File: src/rtl/core_pkg.sv
`timescale 1ns/1ps
package core_pkg;

  localparam logic [6:0] OPC_OPIMM  = 7'b0010011;
  localparam logic [6:0] OPC_OP     = 7'b0110011;
  localparam logic [6:0] OPC_LOAD   = 7'b0000011;
  localparam logic [6:0] OPC_STORE  = 7'b0100011;
  localparam logic [6:0] OPC_BRANCH = 7'b1100011;
  localparam logic [6:0] OPC_JAL    = 7'b1101111;
  localparam logic [6:0] OPC_LUI    = 7'b0110111;
  localparam logic [6:0] OPC_SYS    = 7'b1110011;

  typedef enum logic [3:0] {
    ALU_ADD, ALU_SUB, ALU_AND, ALU_OR, ALU_XOR,
    ALU_SLT, ALU_SLTU, ALU_SLL, ALU_SRL, ALU_SRA, ALU_PASSB
  } alu_op_e;

  typedef enum logic [1:0] {WB_ALU, WB_MEM, WB_LINK} wb_sel_e;

endpackage

File: src/rtl/core_rst_sync.sv
`timescale 1ns/1ps
module core_rst_sync #(
  parameter int STAGES = 2
) (
  input  logic clk,
  input  logic rst_n,
  output logic rst_sn
);
  logic [STAGES-1:0] sh_q;

  always_ff @(posedge clk or negedge rst_n) begin
    if (!rst_n) sh_q <= '0;
    else        sh_q <= {sh_q[STAGES-2:0], 1'b1};
  end

  assign rst_sn = sh_q[STAGES-1];
endmodule

File: src/rtl/core_fetch.sv
`timescale 1ns/1ps
module core_fetch #(
  parameter int          XLEN     = 32,
  parameter logic [31:0] RESET_PC = 32'h0
) (
  input  logic            clk,
  input  logic            rst_sn,
  input  logic            redirect_i,
  input  logic [XLEN-1:0] target_i,
  input  logic [31:0]     fetch_data_i,
  output logic [XLEN-1:0] fetch_addr_o,
  output logic            fetch_val_o,
  output logic [31:0]     ir_o,
  output logic [XLEN-1:0] pc_e_o,
  output logic            vld_e_o
);
  localparam logic [XLEN-1:0] STEP = XLEN'(4);

  logic            run_q, run_d;
  logic [XLEN-1:0] pc_q, pc_d, pce_q, pce_d;
  logic [31:0]     ir_q, ir_d;
  logic            vld_q, vld_d;

  always_comb begin
    run_d = 1'b1;
    pc_d  = pc_q;
    pce_d = pce_q;
    ir_d  = ir_q;
    vld_d = 1'b0;
    if (run_q) begin
      if (redirect_i) begin
        pc_d = target_i;
      end else begin
        pc_d  = pc_q + STEP;
        ir_d  = fetch_data_i;
        pce_d = pc_q;
        vld_d = 1'b1;
      end
    end
  end

  always_ff @(posedge clk or negedge rst_sn) begin
    if (!rst_sn) begin
      run_q <= 1'b0;
      pc_q  <= XLEN'(RESET_PC);
      pce_q <= '0;
      ir_q  <= '0;
      vld_q <= 1'b0;
    end else begin
      run_q <= run_d;
      pc_q  <= pc_d;
      pce_q <= pce_d;
      ir_q  <= ir_d;
      vld_q <= vld_d;
    end
  end

  assign fetch_addr_o = pc_q;
  assign fetch_val_o  = run_q;
  assign ir_o         = ir_q;
  assign pc_e_o       = pce_q;
  assign vld_e_o      = vld_q;
endmodule

File: src/rtl/core_regfile.sv
`timescale 1ns/1ps
module core_regfile #(
  parameter int XLEN = 32,
  parameter int NREG = 32
) (
  input  logic                    clk,
  input  logic                    we,
  input  logic [$clog2(NREG)-1:0] wa,
  input  logic [XLEN-1:0]         wd,
  input  logic [$clog2(NREG)-1:0] ra1,
  input  logic [$clog2(NREG)-1:0] ra2,
  output logic [XLEN-1:0]         rd1,
  output logic [XLEN-1:0]         rd2
);
  logic [XLEN-1:0] regs_q [NREG];

  always_ff @(posedge clk) begin
    if (we && (wa != '0)) regs_q[wa] <= wd;
  end

  always_comb begin
    rd1 = (ra1 == '0) ? '0 : regs_q[ra1];
    rd2 = (ra2 == '0) ? '0 : regs_q[ra2];
  end
endmodule

File: src/rtl/core_alu.sv
`timescale 1ns/1ps
module core_alu
  import core_pkg::*;
#(
  parameter int XLEN = 32
) (
  input  alu_op_e         op,
  input  logic [XLEN-1:0] a,
  input  logic [XLEN-1:0] b,
  output logic [XLEN-1:0] y
);
  localparam int SHW = $clog2(XLEN);
  logic [SHW-1:0] sh;

  always_comb begin
    sh = b[SHW-1:0];
    unique case (op)
      ALU_ADD:   y = a + b;
      ALU_SUB:   y = a - b;
      ALU_AND:   y = a & b;
      ALU_OR:    y = a | b;
      ALU_XOR:   y = a ^ b;
      ALU_SLT:   y = {{(XLEN-1){1'b0}}, ($signed(a) < $signed(b))};
      ALU_SLTU:  y = {{(XLEN-1){1'b0}}, (a < b)};
      ALU_SLL:   y = a << sh;
      ALU_SRL:   y = a >> sh;
      ALU_SRA:   y = $unsigned($signed(a) >>> sh);
      default:   y = b;
    endcase
  end
endmodule

File: src/rtl/pipe2_core.sv
`timescale 1ns/1ps
module pipe2_core
  import core_pkg::*;
#(
  parameter int          XLEN     = 32,
  parameter int          NREG     = 32,
  parameter logic [11:0] HOST_CSR = 12'h010
) (
  input  logic            clk,
  input  logic            rst_n,
  output logic [XLEN-1:0] imem_addr,
  output logic            imem_val,
  input  logic [31:0]     imem_data,
  output logic            dmem_val,
  output logic            dmem_rw,
  output logic [XLEN-1:0] dmem_addr,
  output logic [XLEN-1:0] dmem_wdata,
  input  logic [XLEN-1:0] dmem_rdata,
  output logic [XLEN-1:0] host_status
);
  localparam int RAW = $clog2(NREG);

  logic            rst_sn;
  logic [31:0]     ir;
  logic [XLEN-1:0] pc_e;
  logic            vld_e;
  logic            redirect;
  logic [XLEN-1:0] br_target;

  logic [XLEN-1:0] rs1v, rs2v, alu_b, alu_y, wb_data;
  logic [XLEN-1:0] imm_i, imm_s, imm_b, imm_j, imm_u, imm;
  alu_op_e         alu_op;
  wb_sel_e         wb_sel;
  logic            use_imm, rf_we, is_ld, is_st, csr_we, take;
  logic [XLEN-1:0] host_q;

  function automatic alu_op_e op_from_f3(input logic [2:0] f3, input logic alt);
    case (f3)
      3'b000:  return alt ? ALU_SUB : ALU_ADD;
      3'b001:  return ALU_SLL;
      3'b010:  return ALU_SLT;
      3'b011:  return ALU_SLTU;
      3'b100:  return ALU_XOR;
      3'b101:  return alt ? ALU_SRA : ALU_SRL;
      3'b110:  return ALU_OR;
      default: return ALU_AND;
    endcase
  endfunction

  core_rst_sync #(.STAGES(2)) u_rsync (
    .clk(clk), .rst_n(rst_n), .rst_sn(rst_sn)
  );

  core_fetch #(.XLEN(XLEN)) u_fetch (
    .clk(clk), .rst_sn(rst_sn), .redirect_i(redirect), .target_i(br_target),
    .fetch_data_i(imem_data), .fetch_addr_o(imem_addr), .fetch_val_o(imem_val),
    .ir_o(ir), .pc_e_o(pc_e), .vld_e_o(vld_e)
  );

  core_regfile #(.XLEN(XLEN), .NREG(NREG)) u_rf (
    .clk(clk), .we(rf_we), .wa(ir[7 +: RAW]), .wd(wb_data),
    .ra1(ir[15 +: RAW]), .ra2(ir[20 +: RAW]), .rd1(rs1v), .rd2(rs2v)
  );

  core_alu #(.XLEN(XLEN)) u_alu (
    .op(alu_op), .a(rs1v), .b(alu_b), .y(alu_y)
  );

  assign imm_i = {{(XLEN-12){ir[31]}}, ir[31:20]};
  assign imm_s = {{(XLEN-12){ir[31]}}, ir[31:25], ir[11:7]};
  assign imm_b = {{(XLEN-12){ir[31]}}, ir[7], ir[30:25], ir[11:8], 1'b0};
  assign imm_j = {{(XLEN-20){ir[31]}}, ir[19:12], ir[20], ir[30:21], 1'b0};
  assign imm_u = {{(XLEN-32){ir[31]}}, ir[31:12], 12'b0};

  always_comb begin
    case (ir[14:12])
      3'b000:  take = (rs1v == rs2v);
      3'b001:  take = (rs1v != rs2v);
      3'b100:  take = ($signed(rs1v) <  $signed(rs2v));
      3'b101:  take = ($signed(rs1v) >= $signed(rs2v));
      3'b110:  take = (rs1v <  rs2v);
      3'b111:  take = (rs1v >= rs2v);
      default: take = 1'b0;
    endcase
  end

  always_comb begin
    alu_op   = ALU_ADD;
    wb_sel   = WB_ALU;
    use_imm  = 1'b0;
    imm      = imm_i;
    rf_we    = 1'b0;
    is_ld    = 1'b0;
    is_st    = 1'b0;
    csr_we   = 1'b0;
    redirect = 1'b0;
    case (ir[6:0])
      OPC_OPIMM: begin
        use_imm = 1'b1;
        rf_we   = 1'b1;
        alu_op  = op_from_f3(ir[14:12], (ir[14:12] == 3'b101) && ir[30]);
      end
      OPC_OP: begin
        rf_we  = 1'b1;
        alu_op = op_from_f3(ir[14:12], ir[30]);
      end
      OPC_LOAD: if (ir[14:12] == 3'b010) begin
        use_imm = 1'b1;
        is_ld   = 1'b1;
        rf_we   = 1'b1;
        wb_sel  = WB_MEM;
      end
      OPC_STORE: if (ir[14:12] == 3'b010) begin
        use_imm = 1'b1;
        imm     = imm_s;
        is_st   = 1'b1;
      end
      OPC_BRANCH: redirect = take;
      OPC_JAL: begin
        rf_we    = 1'b1;
        wb_sel   = WB_LINK;
        redirect = 1'b1;
      end
      OPC_LUI: begin
        use_imm = 1'b1;
        imm     = imm_u;
        rf_we   = 1'b1;
        alu_op  = ALU_PASSB;
      end
      OPC_SYS: csr_we = (ir[14:12] == 3'b001) && (ir[31:20] == HOST_CSR);
      default: ;
    endcase
    rf_we    = rf_we    & vld_e;
    is_ld    = is_ld    & vld_e;
    is_st    = is_st    & vld_e;
    csr_we   = csr_we   & vld_e;
    redirect = redirect & vld_e;
  end

  assign alu_b     = use_imm ? imm : rs2v;
  assign br_target = pc_e + ((ir[6:0] == OPC_JAL) ? imm_j : imm_b);

  always_comb begin
    case (wb_sel)
      WB_MEM:  wb_data = dmem_rdata;
      WB_LINK: wb_data = pc_e + XLEN'(4);
      default: wb_data = alu_y;
    endcase
  end

  assign dmem_val   = is_ld | is_st;
  assign dmem_rw    = is_st;
  assign dmem_addr  = alu_y;
  assign dmem_wdata = rs2v;

  always_ff @(posedge clk or negedge rst_sn) begin
    if (!rst_sn)     host_q <= '0;
    else if (csr_we) host_q <= rs1v;
  end

  assign host_status = host_q;
endmodule

File: config.mk
export PLATFORM = sky130hd
export DESIGN_NAME = pipe2_core
export DESIGN_NICKNAME = d
export VERILOG_FILES = /design/src/rtl/core_pkg.sv /design/src/rtl/core_rst_sync.sv /design/src/rtl/core_fetch.sv /design/src/rtl/core_regfile.sv /design/src/rtl/core_alu.sv /design/src/rtl/pipe2_core.sv
export SDC_FILE = /design/constraint.sdc
export NUM_CORES = 2
export LEC_CHECK = 0
export BUFFER_PORTS_ARGS = -buffer_cell sky130_fd_sc_hd__clkbuf_2
export CORE_UTILIZATION = 60
export CTS_BUF_LIST = sky130_fd_sc_hd__clkbuf_8
export CTS_CLUSTER_DIAMETER = 50
export CTS_CLUSTER_SIZE = 30
export DETAILED_ROUTE_END_ITERATION = 6
export HOLD_SLACK_MARGIN = 0.15
export PLACE_DENSITY_LB_ADDON = 0.12
export SLEW_MARGIN = 20
export SYNTH_ARGS = -nofsm -noshare
export SYNTH_HDL_FRONTEND = slang
export SYNTH_SLANG_ARGS = --single-unit
export TNS_END_PERCENT = 1
File: constraint.sdc
create_clock -name clk -period 8 [get_ports clk]
set_input_delay 0 -clock clk [delete_from_list [all_inputs] [get_ports clk]]
set_output_delay 0 -clock clk [all_outputs]
set_load 0.01 [all_outputs]
==> results.sh <==
export IMPL_yosysWarnings=0
export IMPL_ys_top_cells_by_count="edfxtp_1, mux4_2, nand2_1, nor2_1, a21oi_1"
export IMPL_place_ws_ns=0.5985
export IMPL_wl_um=268900
export IMPL_crit_type="flop to primary output"
export IMPL_start_util_pct=60.53
export IMPL_yosysMostFrequentCell="edfxtp_1"
export IMPL_cts_tree="built"
export IMPL_synth_edff_count=1024
export IMPL_dr_total_vias=52664
export IMPL_synth_seq_cells=1156
export IMPL_final_max_slew_viol_count=0
export IMPL_fin_nets=5667
export IMPL_antenna_left=0
export IMPL_violations="DRC"
export IMPL_hp_start="dmem_rdata[16]"
export IMPL_synth_area_leader_cell="edfxtp_1"
export IMPL_area_growth_synth_to_final_pct=11.62
export IMPL_track_usage_pct=47.60
export IMPL_finClkSkew_ns=0.07883
export IMPL_dieArea_um2=113000
export IMPL_ys_seq_area_share_pct=50.83
export IMPL_leakagePower_uw=0.02683
export IMPL_critPathLaunch="u_fetch.ir_o[18]$_DFFE_PN0P_"
export IMPL_ys_async_sr_fraction_pct=11.42
export IMPL_globalplace_congestion=1.131
export IMPL_cts_sinks=1156
export IMPL_cts_buffers=107
export IMPL_port_buffers=196
export IMPL_dp_cells=6722
export IMPL_fin_ws_ns=0.04596
export IMPL_dp_hpwl_um=178700
export IMPL_fin_total_pwr_uw=22720
export IMPL_finalWorstPathRequiredPeriod_ns=7.954
export IMPL_synth_area_top_cells="edfxtp_1, mux4_2, dfrtp_1, mux2i_1, ha_1"
export IMPL_worst_slew_pin_slew_ns=1.287
export IMPL_slew_headroom_pct=14.17
export IMPL_synth_area_per_cell_um2=13.17
export IMPL_hold_path_class="input port to flop"
export IMPL_drt_iter0_markers=7871
export IMPL_crit_fanout=11
export IMPL_final_cells=7033
export IMPL_path_clk_slew_ns=0.12
export IMPL_die_x_um=336.1
export IMPL_critPathLaunchType="flop"
export IMPL_drive_gt1_share_pct=24.10
export IMPL_fp_dieH_um=336.1
export IMPL_grt_antenna_before_repair=16
export IMPL_max_freq_ghz=0.1257
export IMPL_synth_main_ff_cell="edfxtp_1"
export IMPL_clockBufferDepth=3
export IMPL_r2r_start="u_fetch.ir_o[18]$_DFFE_PN0P_"
export IMPL_first_pass_iters=7
export IMPL_io_pins=197
export IMPL_setup_viol=0
export IMPL_netlist_area_leader_share_pct=45.90
export IMPL_power_density_nw_per_um2=303.8
export IMPL_fillers=7860
export IMPL_required_ns=8.00
export IMPL_grt_pass1_vias=49810
export IMPL_synthesis_area_um2=66990
export IMPL_avgRoutedWirePerCell_um=38.23
export IMPL_grt_max_degree=80
export IMPL_h_tree_depth=3
export IMPL_via_per_inst=7.488
export IMPL_maxCapViolCount=0
export IMPL_critPathArrivalTime_ns=7.95
export IMPL_fin_hold_ws_ns=0.2185
export IMPL_fin_crit_sh_pct=99.43
export IMPL_rows=122
export IMPL_ys_types=112
export IMPL_finalHoldViolCount=0
export IMPL_status="complete, but fails checks"
export IMPL_clock_root_buffer="clkbuf_8"
export IMPL_core_area_um2=110700
export IMPL_grt_overflow=0
export IMPL_postSynthCellCount=5088
export IMPL_vdd_ir_drop_max_mv=0.2422
export IMPL_worstSkewPairLatency_ns=0.86
export IMPL_endpoint_kind="primary output"
export IMPL_drc_errors=6
export IMPL_grt_pass1_wl_um=372700
kinds of logic (layout without fill, tap and decap cells):
group / count (synthesis) / after routing / share of synthesized area [%]
flip-flops: 1156 / 1156 / 50.83
adder cells (fa/ha/maj): 165 / 165 / 3.114
buffers and inverters: 543 / 955 / 3.745
XOR/XNOR: 92 / 92 / 1.203
AO/OA/AOI/OAI: 1237 / 1237 / 12.81
multiplexers: 797 / 797 / 20.67
AND/OR/NAND/NOR: 1096 / 1096 / 7.609
other: 2 / 47 / 0.01121
final timing paths:
path	slack [ns]	cells past startpoint	endpoint
max	0.05	17	dmem_addr[0]
min	0.22	4	u_rf.regs_q[28][16]$_DFFE_PP_
max reg2reg	0.34	18	u_fetch.fetch_addr_o[14]$_DFFE_PN0P_
min reg2reg	0.24	0	u_fetch.fetch_addr_o[15]$_DFFE_PN0P_
max in group asynchronous	6.51	1	u_fetch.ir_o[17]$_DFFE_PN0P_
min in group asynchronous	0.24	0	u_fetch.fetch_addr_o[15]$_DFFE_PN0P_
routing by layer:
layer,global-route usage [%],routed length [µm],vias to the layer above
met3,14.88,38480,1132
met5,0,100,-
li1,-,-,20987
met4,36.67,25310,14
met1,59.78,89170,26029
met2,69.05,115800,4502
worst max-delay path, cell delays in order, from the launching register on:
cell and delay [ns]:
dfrtp_1 0.79, buf_4 0.37, nor2_2 0.82, buf_4 0.30, buf_4 0.16, a211oi_1 0.10
a21oi_1 0.27, o21a_1 0.83, buf_4 0.40, ha_1 0.41, nand4b_1 0.17, nand2_1 0.24
a221oi_1 0.87, o221ai_1 0.32, a2111oi_2 0.51, buf_4 0.24, nor2_1 0.11, clkbuf_2 0.21
state kept, by name, summed over array words and instances, names as in the netlist:
signal / count
host_status: 32
u_fetch.fetch_addr_o: 32
u_fetch.fetch_val_o: 1
u_fetch.ir_o: 32
u_fetch.pc_e_o: 32
u_fetch.vld_e_o: 1
u_rf.regs_q: 1024
u_rsync.sh_q: 2
layout make-up:
type | instances | area, µm² | share of cell area, %
Multi-Input combinational cell | 3421 | 31010 | 41.47
Timing Repair Buffer | 587 | 4629 | 6.191
Clock buffer | 110 | 1514 | 2.025
Inverter | 164 | 618.1 | 0.8266
Antenna cell | 13 | 32.53 | 0.04351
Tap cell | 1488 | 1862 | 2.490
Sequential cell | 1156 | 34090 | 45.59
Clock inverter | 94 | 1020 | 1.364
metrics by stage:
| stage | area (µm²) | setup TNS [ns] | util (%) |
|---|---|---|---|
| final | 74770 | 0 | 67.56 |
| after global routing | 74750 | -0.004529 | 67.54 |
| after CTS | 74590 | 0 | 67.40 |
| after detailed placement | 71230 | 0 | 64.36 |
| after global placement | 71190 | 0 | 64.33 |
| after floorplan | 67110 | 0 | - |
power by group:
| part | leakage [µW] | internal [µW] | switching, µW |
|---|---|---|---|
| logic | 0.0147 | 3240 | 6750 |
| registers | 0.0109 | 8340 | 316 |
| clock network | 0.00128 | 1740 | 2330 |
what timing repair did:
action,CTS,global route
endpoints found under the hold margin,546,0
endpoints found under the setup margin,0,7
hold buffers,83,0
gates resized for setup,0,5
setup buffers,0,9
layout by cell type (no fill, tap or decap), drive strengths merged, types with 161 or more instances in the layout:
cell type / count
a21oi: 300
buf: 308
clkbuf: 306
edfxtp: 1024
ha: 161
inv: 195
mux2i: 245
mux4: 459
nand2: 352
nor2: 301
o21ai: 214
(Power assumes the default switching activity.)
